==> src/rtl/bcdc_pkg.sv <==
package bcdc_pkg;

  // Stage geometry of the decimal chain.
  parameter int unsigned DIGIT_W    = 4;
  parameter int unsigned NUM_DIGITS = 3;
  parameter int unsigned DIGIT_MAX  = 9;

  localparam int unsigned COUNT_W = DIGIT_W * NUM_DIGITS;

  typedef logic [DIGIT_W-1:0] digit_t;

  // Strobes from control to datapath.
  typedef struct packed {
    logic                  clear;
    logic [NUM_DIGITS-1:0] advance;
  } strobe_t;

endpackage

==> src/rtl/bcdc_digit.sv <==
module bcdc_digit #(
  parameter int unsigned WIDTH = 4,
  parameter int unsigned MAXV  = 9
) (
  input  logic             clk,
  input  logic             clear,
  input  logic             advance,
  output logic [WIDTH-1:0] value,
  output logic             termCount
);

  localparam logic [WIDTH-1:0] LAST = WIDTH'(MAXV);

  logic [WIDTH-1:0] valueQ;
  logic [WIDTH-1:0] valueD;

  // Any code at or above the last legal value rolls to zero, so an
  // illegal code self-clears on its next advance.
  always_comb begin
    valueD = valueQ;
    if (clear) begin
      valueD = '0;
    end else if (advance) begin
      if (valueQ >= LAST) valueD = '0;
      else                valueD = valueQ + 1'b1;
    end
  end

  always_ff @(posedge clk) begin
    valueQ <= valueD;
  end

  assign value     = valueQ;
  assign termCount = (valueQ == LAST);

endmodule

==> src/rtl/bcdc_datapath.sv <==
module bcdc_datapath
  import bcdc_pkg::*;
(
  input  logic                  clk,
  input  strobe_t               strobe,
  output logic [COUNT_W-1:0]    countVec,
  output logic [NUM_DIGITS-1:0] tcVec
);

  for (genvar i = 0; i < NUM_DIGITS; i++) begin : g_stage
    bcdc_digit #(
      .WIDTH(DIGIT_W),
      .MAXV (DIGIT_MAX)
    ) u_digit (
      .clk      (clk),
      .clear    (strobe.clear),
      .advance  (strobe.advance[i]),
      .value    (countVec[i*DIGIT_W +: DIGIT_W]),
      .termCount(tcVec[i])
    );
  end

endmodule

==> src/rtl/bcdc_ctrl.sv <==
module bcdc_ctrl
  import bcdc_pkg::*;
(
  input  logic                  rst,
  input  logic [NUM_DIGITS-1:0] tcVec,
  output strobe_t               strobe,
  output logic                  wrapAll
);

  // Carry chain: stage i advances when every lower stage is at terminal count.
  logic [NUM_DIGITS:0] carry;

  assign carry[0] = 1'b1;

  for (genvar i = 0; i < NUM_DIGITS; i++) begin : g_carry
    assign carry[i+1]        = carry[i] & tcVec[i];
    assign strobe.advance[i] = carry[i];
  end

  assign strobe.clear = rst;
  assign wrapAll      = carry[NUM_DIGITS];

endmodule

==> src/rtl/bcdc_top.sv <==
module bcdc_top
  import bcdc_pkg::*;
(
  input  logic       clk,
  input  logic       rst,
  output logic [3:0] onesBcd,
  output logic [3:0] tensBcd,
  output logic [3:0] hundredsBcd,
  output logic [2:0] digitTc,
  output logic       wrapFlag
);

  strobe_t               strobe;
  logic [COUNT_W-1:0]    countVec;
  logic [NUM_DIGITS-1:0] tcVec;
  logic                  wrapAll;

  bcdc_ctrl u_ctrl (
    .rst    (rst),
    .tcVec  (tcVec),
    .strobe (strobe),
    .wrapAll(wrapAll)
  );

  bcdc_datapath u_dp (
    .clk     (clk),
    .strobe  (strobe),
    .countVec(countVec),
    .tcVec   (tcVec)
  );

  assign onesBcd     = countVec[0*DIGIT_W +: 4];
  assign tensBcd     = countVec[1*DIGIT_W +: 4];
  assign hundredsBcd = countVec[2*DIGIT_W +: 4];
  assign digitTc     = tcVec[2:0];
  assign wrapFlag    = wrapAll;

endmodule

==> config.mk <==
export PLATFORM = sky130hd
export DESIGN_NAME = bcdc_top
export DESIGN_NICKNAME = d
export VERILOG_FILES = /design/src/rtl/bcdc_pkg.sv /design/src/rtl/bcdc_digit.sv /design/src/rtl/bcdc_datapath.sv /design/src/rtl/bcdc_ctrl.sv /design/src/rtl/bcdc_top.sv
export SDC_FILE = /design/constraint.sdc
export NUM_CORES = 1
export LEC_CHECK = 0
export ABC_AREA = 1
export ABC_CLOCK_PERIOD_IN_PS = 1280
export BUFFER_PORTS_ARGS = -buffer_cell sky130_fd_sc_hd__buf_2
export CAP_MARGIN = 20
export CORE_MARGIN = 2
export CORE_UTILIZATION = 50
export DETAILED_ROUTE_END_ITERATION = 7
export HOLD_SLACK_MARGIN = 0.03
export MAX_ROUTING_LAYER = met4
export PLACE_DENSITY_LB_ADDON = 0.1
export SYNTH_ARGS = -nofsm -noshare
export SYNTH_HDL_FRONTEND = slang
export SYNTH_SLANG_ARGS = --single-unit
==> constraint.sdc <==
create_clock -name clk -period 1.28 [get_ports clk]
set_input_delay 0.256 -clock clk [delete_from_list [all_inputs] [get_ports clk]]
set_output_delay 0.256 -clock clk [all_outputs]
set_load 0.005 [all_outputs]
==> results of run 1 <==
[through the flow]
step	std cells	utilization [%]	power, uW	instance area (sq um)
2_1_floorplan	89	-	430.6	719.4
3_3_place_gp	133	70.19	463.2	913.4
3_5_place_dp	133	70.19	465.3	913.4
4_1_cts	143	81.25	782.3	1057
5_1_grt	146	88.08	833.7	1146
6_report	146	88.08	798.2	1146
[power groups by stage]
stage | Clock [uW] | Sequential, uW | Combinational (uW)
after floorplan | 0 | 401 | 29.1
after global placement | 0 | 397 | 65.8
after detailed placement | 0 | 398 | 67.5
after CTS | 316 | 392 | 74.8
after global routing | 348 | 393 | 92.2
final | 323 | 392 | 82.8
[layer usage]
layer	track usage (%)	part of all wire (%)	vias up
li1	-	-	362
met1	24.26	36	376
met2	40.63	52	44
met3	3.913	5.8	15
met4	18.71	6.4	0
met5	-	0	-
[kinds of logic (layout without fill, tap and decap cells)]
| logic type | Yosys count | in the layout | share of synthesized area [%] |
|---|---|---|---|
| AO/OA/AOI/OAI | 6 | 6 | 5.347 |
| adder cells (fa/ha/maj) | 9 | 9 | 16.04 |
| buffers and inverters | 17 | 59 | 10.69 |
| XOR/XNOR | 5 | 5 | 6.239 |
| AND/OR/NAND/NOR | 40 | 40 | 27.45 |
| flip-flops | 12 | 12 | 34.22 |
[cell type report]
cell class / count / share of cell area (%)
Inverter: 14 / 4.803
Tap cell: 15 / 1.638
Multi-Input combinational cell: 60 / 43.56
Timing Repair Buffer: 41 / 25.22
Clock buffer: 4 / 3.166
Sequential cell: 12 / 21.62
[worst max-delay path, cell delays in order, from the launching register on]
cell and delay (ns):
dfxtp_2 0.33, inv_2 0.07, ha_4 0.15, nand2_4 0.06, nor2_4 0.14, nand2_4 0.08, nor4_4 0.12, buf_2 0.14
[final timing paths]
path | start | to | cells past startpoint
hold / removal | rst | u_dp.g_stage[2].u_digit.value[1] | 2
setup reg to reg | u_dp.g_stage[1].u_digit.value[1] | u_dp.g_stage[1].u_digit.value[0] | 9
setup / recovery | u_dp.g_stage[1].u_digit.value[1] | wrapFlag | 7
hold reg to reg | u_dp.g_stage[0].u_digit.value[0] | u_dp.g_stage[0].u_digit.value[0] | 2
[what timing repair did]
| action | in CTS | in global routing |
|---|---|---|
| buffers inserted | 7 | 5 |
| resized for setup | 20 | 16 |
| pin swaps | 5 | 13 |
| setup endpoints to repair | 5 | 14 |
[placed cells by master (no fill, tap or decap)]
master    count
nand2_2       3
dfxtp_2       6
inv_2         3
nor2_2        1
xnor2_1       1
nor2_4        2
buf_2        15
o21ai_2       2
buf_6         5
nand2_4       2
nand2_1       8
dfxtp_1       6
inv_1        10
inv_4         1
ha_1          5
ha_2          1
xor2_2        1
xor2_1        3
nor4_4        1
nand3_1       6
clkbuf_8      1
a21oi_1       2
nor2_1       11
buf_4        21
a21oi_2       1
clkbuf_4      3
ha_4          3
nor3_1        2
o21ai_4       1
nand3_2       4
==> flow_metrics.tcl, run 1 <==
set metrics [dict create \
    routabilityCongestion 0.8674 \
    clk_pin_slew_worst_paths_ns 0.08 \
    synth_edf_count 0 \
    violations "setup timing" \
    ys_seq_elements 12 \
    drt_pass1_iterations 5 \
    viasPerCell 5.459 \
    maxCapViolations 0 \
    drc_errors 0 \
    pwr_density_cell_nw_per_um2 696.5 \
    synth_cells 89 \
    synth_top_flop_cell "dfxtp_1" \
    drive_above_1_share_pct 58.78 \
    synth_warnings 0 \
    largest_reg_flops 12 \
    tightest_slew_ns 0.2633 \
    dieArea_sq_um 1719 \
    maxSlewHeadroom_pct 82.43 \
    yosys-top-cells-area "dfxtp_1 (34%), ha_1 (16%), inv_1 (7.5%)" \
    grt_max_degree 8 \
    crit_arrival_ns 1.38 \
    n_fill_cell 70 \
    clock_path_buffers 2 \
    synth_nets 100 \
    p_sw_share_pct 25.23 \
    areaGrowthSynthToFinish_pct 63.28 \
    io_pins 18 \
    async_flop_share_pct 0 \
    initial_utilization_pct 53.94 \
    cts_buffers 3 \
    synth_cell_types 17 \
    setup_viol 12 \
    place_ws_ns -0.04396 \
    antenna_left 0 \
    syn_area_per_cell_sq_um 7.887 \
    p_leak_uw 0.0005619 \
    yosysMostFrequentCell "inv_1" \
    io_buffer_count 17 \
    hold_path.class "primary input to register" \
    hold_viol 0 \
    cp-end-kind "output port" \
    dieHeight_um 41.47 \
    core_sq_um 1301 \
    rows 13 \
    hold_slack_ns 0.1605 \
    num_vias 797 \
    cts_tree "built" \
    n_antenna_cell 0 \
    drt_iter0_markers 17 \
    status "complete, but fails checks" \
    fmax_ghz 0.6124 \
    antenna_found_initial 0 \
    wl_per_cell_um 15.95 \
    ff_latch_area_sq_um 247.7 \
    clkPwrFrac_pct 40.5 \
    cts.root.buffer_cell "clkbuf_4" \
    post-route-min-period_ns 1.633 \
    ir_drop_uv 664.0 \
    die_w_um 41.47 \
    synth_top_area_cell "dfxtp_1" \
    finalMaxSlewViolations 0 \
    netlist_area_sq_um 701.9 \
    synth.top_cell.area_share_pct 34.22 \
    cp_max_fo 2 \
    grt_pass1_wl_um 2946 \
    finalSetupTns_ns -1.965 \
    cts_num_sinks 12 \
    intPower_uw 596.8 \
    clk_latency_ns 0.29 \
    skew_ns 0.003020 \
    rsz0062_at_grt "yes" \
    worstSetupPathType "register to output port" \
    grt_pass1_vias 689 \
    dp_hpwl_um 1145 \
    htree_levels 1 \
    nets 143 \
    p_comb_share_pct 10.4 \
    multi_input_area_sq_um 499.2 \
    required_ns 1.02 \
    finalCritPeriodShare_pct 127.6 \
    grt_overflow 0 \
    grt_usage_pct 23.98 \
    yosys-top-cells-count "inv_1 (14), dfxtp_1 (12), nor2_1 (12)" \
    pwr-share-seq_pct 49.2 \
    fin_ws_ns -0.3530 \
    power.switching_uw 201.4 \
    routed_wl_um 2328 \
    cts_hold_buf 0 \
    ys_seq_area_share_pct 34.22 \
    r2r_slack_ns -0.18 \
    start_kind "register" \
]
(Power assumes the default switching activity.)
==> run 2, diff against run 1 <==
--- a/config.mk
+++ b/config.mk
@@ -8,13 +8,12 @@
 export ABC_AREA = 1
 export ABC_CLOCK_PERIOD_IN_PS = 1280
 export BUFFER_PORTS_ARGS = -buffer_cell sky130_fd_sc_hd__buf_2
-export CAP_MARGIN = 20
 export CORE_MARGIN = 2
 export CORE_UTILIZATION = 50
 export DETAILED_ROUTE_END_ITERATION = 7
 export HOLD_SLACK_MARGIN = 0.03
 export MAX_ROUTING_LAYER = met4
-export PLACE_DENSITY_LB_ADDON = 0.1
+export PLACE_DENSITY = 0.85
 export SYNTH_ARGS = -nofsm -noshare
 export SYNTH_HDL_FRONTEND = slang
 export SYNTH_SLANG_ARGS = --single-unit
==> run 2 against run 1 <==
The flow still finishes with violations (setup timing). Worst hold slack better by 0.011 ns. Via count is 5.5% lower. Cell count is 0.68% lower. Flip-flop and latch count stayed put. Combinational power is 5.1% lower. Global-route usage is 2.5 points higher. Clock power is 6% lower. Sequential share of layout area is 0.41 points higher. Highest routed layer unchanged.
==> flow_metrics.tcl, run 2 (synthesis gave the netlist of run 1 again) <==
set metrics [dict create \
    areaGrowthSynthToFinish_pct 61.85 \
    drt_iter0_markers 16 \
    required_ns 1.02 \
    clk_latency_ns 0.28 \
    final_common_cell "buf_4" \
    grt_max_degree 8 \
    finalSetupTns_ns -1.850 \
    whs_endpoint "u_dp.g_stage[1].u_digit.value[1]" \
    grt_usage_pct 26.48 \
    most-common-layout-cells "buf_4 (17), buf_2 (14), nor2_1 (11), inv_1 (10), nand2_1 (10)" \
    core_sq_um 1301 \
    tightest_slew_ns 0.2772 \
    reg2reg_depth 8 \
    finalMaxSlewViolations 0 \
    grt_pass1_wl_um 3346 \
    n_antenna_cell 0 \
    cts.root.buffer_cell "clkbuf_4" \
    antenna_left 0 \
    pwr_density_cell_nw_per_um2 679.8 \
    worstSetupPathType "register to output port" \
    setup_viol 12 \
    status "complete, but fails checks" \
    finalCritPeriodShare_pct 126.3 \
    grt_overflow 0 \
    maxCapViolations 0 \
    routed_wl_um 2242 \
    hold_path.startpoint "rst" \
    cp_max_fo 2 \
    drc_errors 0 \
    utilization_pct 87.31 \
    rsz0062_at_grt "yes" \
    ir_drop_uv 668.3 \
    timing.rr.start "u_dp.g_stage[1].u_digit.value[1]" \
    cts_tree "built" \
    start_kind "register" \
    rows 13 \
    clk_pin_slew_worst_paths_ns 0.07 \
    htree_levels 1 \
    largest_reg_flops 12 \
    routabilityCongestion 0.9101 \
    cp-end-kind "output port" \
    p_leak_uw 0.0005610 \
    wl_per_cell_um 15.46 \
    skew_ns 0.004617 \
    hold_path.class "primary input to register" \
    viasPerCell 5.193 \
    maxSlewHeadroom_pct 81.49 \
    antenna_found_initial 0 \
    cts_num_sinks 12 \
    die_w_um 41.47 \
    fmax_ghz 0.6185 \
    cts_buffers 3 \
    hold_viol 0 \
    clock_path_buffers 2 \
    drive_above_1_share_pct 55.38 \
    crit_arrival_ns 1.36 \
    dieHeight_um 41.47 \
    initial_utilization_pct 53.94 \
    io_pins 18 \
    dpl.cell_count 131 \
    hold_depth 2 \
    fin_ws_ns -0.3369 \
    post-route-min-period_ns 1.617 \
    nets 142 \
    violations "setup timing" \
    grt_pass1_vias 757 \
    drt_pass1_iterations 4 \
    dp_hpwl_um 1300 \
    rr_endpoint "u_dp.g_stage[1].u_digit.value[2]" \
    num_vias 753 \
    r2r_slack_ns -0.15 \
    cts_hold_buf 0 \
    finalNonFillerCells 145 \
    dieArea_sq_um 1719 \
    io_buffer_count 17 \
]
-- run 2: area by class of cell --
type	count	area (sq um)
multi-input cells	60	479.2
inverters	14	52.55
repair buffers	40	299.0
clock buffers	4	36.28
fillers	64	165.2
flip-flops and latches	12	250.2
well taps	15	18.77
-- run 2: per-stage QoR --
step / hold WS (ns) / worst slack (ns) / area, sq um / total power, uW
2_1_floorplan: 0.3251 / 0.007528 / 719.4 / 430.6
3_3_place_gp: 0.4534 / -0.02857 / 898.4 / 460.5
3_5_place_dp: 0.4567 / -0.1473 / 898.4 / 463.4
4_1_cts: 0.1438 / -0.3468 / 1061 / 779.9
5_1_grt: 0.1710 / -0.3937 / 1136 / 804.6
6_report: 0.1719 / -0.3369 / 1136 / 772.3
-- run 2: timing repair --
item                                    CTS  global route
gates cloned                              0             0
endpoints found under the setup margin    9            13
buffers inserted                          7             7
pin swaps                                 9             8
resized for setup                        25            12
hold endpoints to repair                  0             0
-- run 2: worst max path at each step --
stage / from / end / slack, ns
final: u_dp.g_stage[1].u_digit.value[1] / wrapFlag / -0.34
after global routing: u_dp.g_stage[1].u_digit.value[1] / wrapFlag / -0.39
after CTS: u_dp.g_stage[0].u_digit.value[1] / wrapFlag / -0.35
after detailed placement: u_dp.g_stage[1].u_digit.value[1] / u_dp.g_stage[1].u_digit.value[3] / -0.15
after global placement: u_dp.g_stage[0].u_digit.value[1] / wrapFlag / -0.03
after floorplan: u_dp.g_stage[1].u_digit.value[1] / wrapFlag / 0.008
-- run 2: where the power goes --
| group | total [uW] | internal (uW) | switching (uW) |
|---|---|---|---|
| Clock | 304 | 173 | 130 |
| Combinational | 78.6 | 37.0 | 41.6 |
| Sequential | 390 | 380 | 9.44 |
-- run 2: worst max-delay path, cell delays in order (launching register included) --
cell     delay (ns)
dfxtp_2        0.33
inv_2          0.07
ha_4           0.15
nand2_4        0.06
nor2_4         0.13
nand2_4        0.07
nor4_4         0.12
buf_2          0.15
-- run 2: routing by layer --
layer	global-route usage, %	wire length (um)	vias up
li1	-	-	357
met1	22.40	754	363
met2	51.25	1328	27
met3	8.261	114	6
met4	12.26	44	0
met5	-	0	-
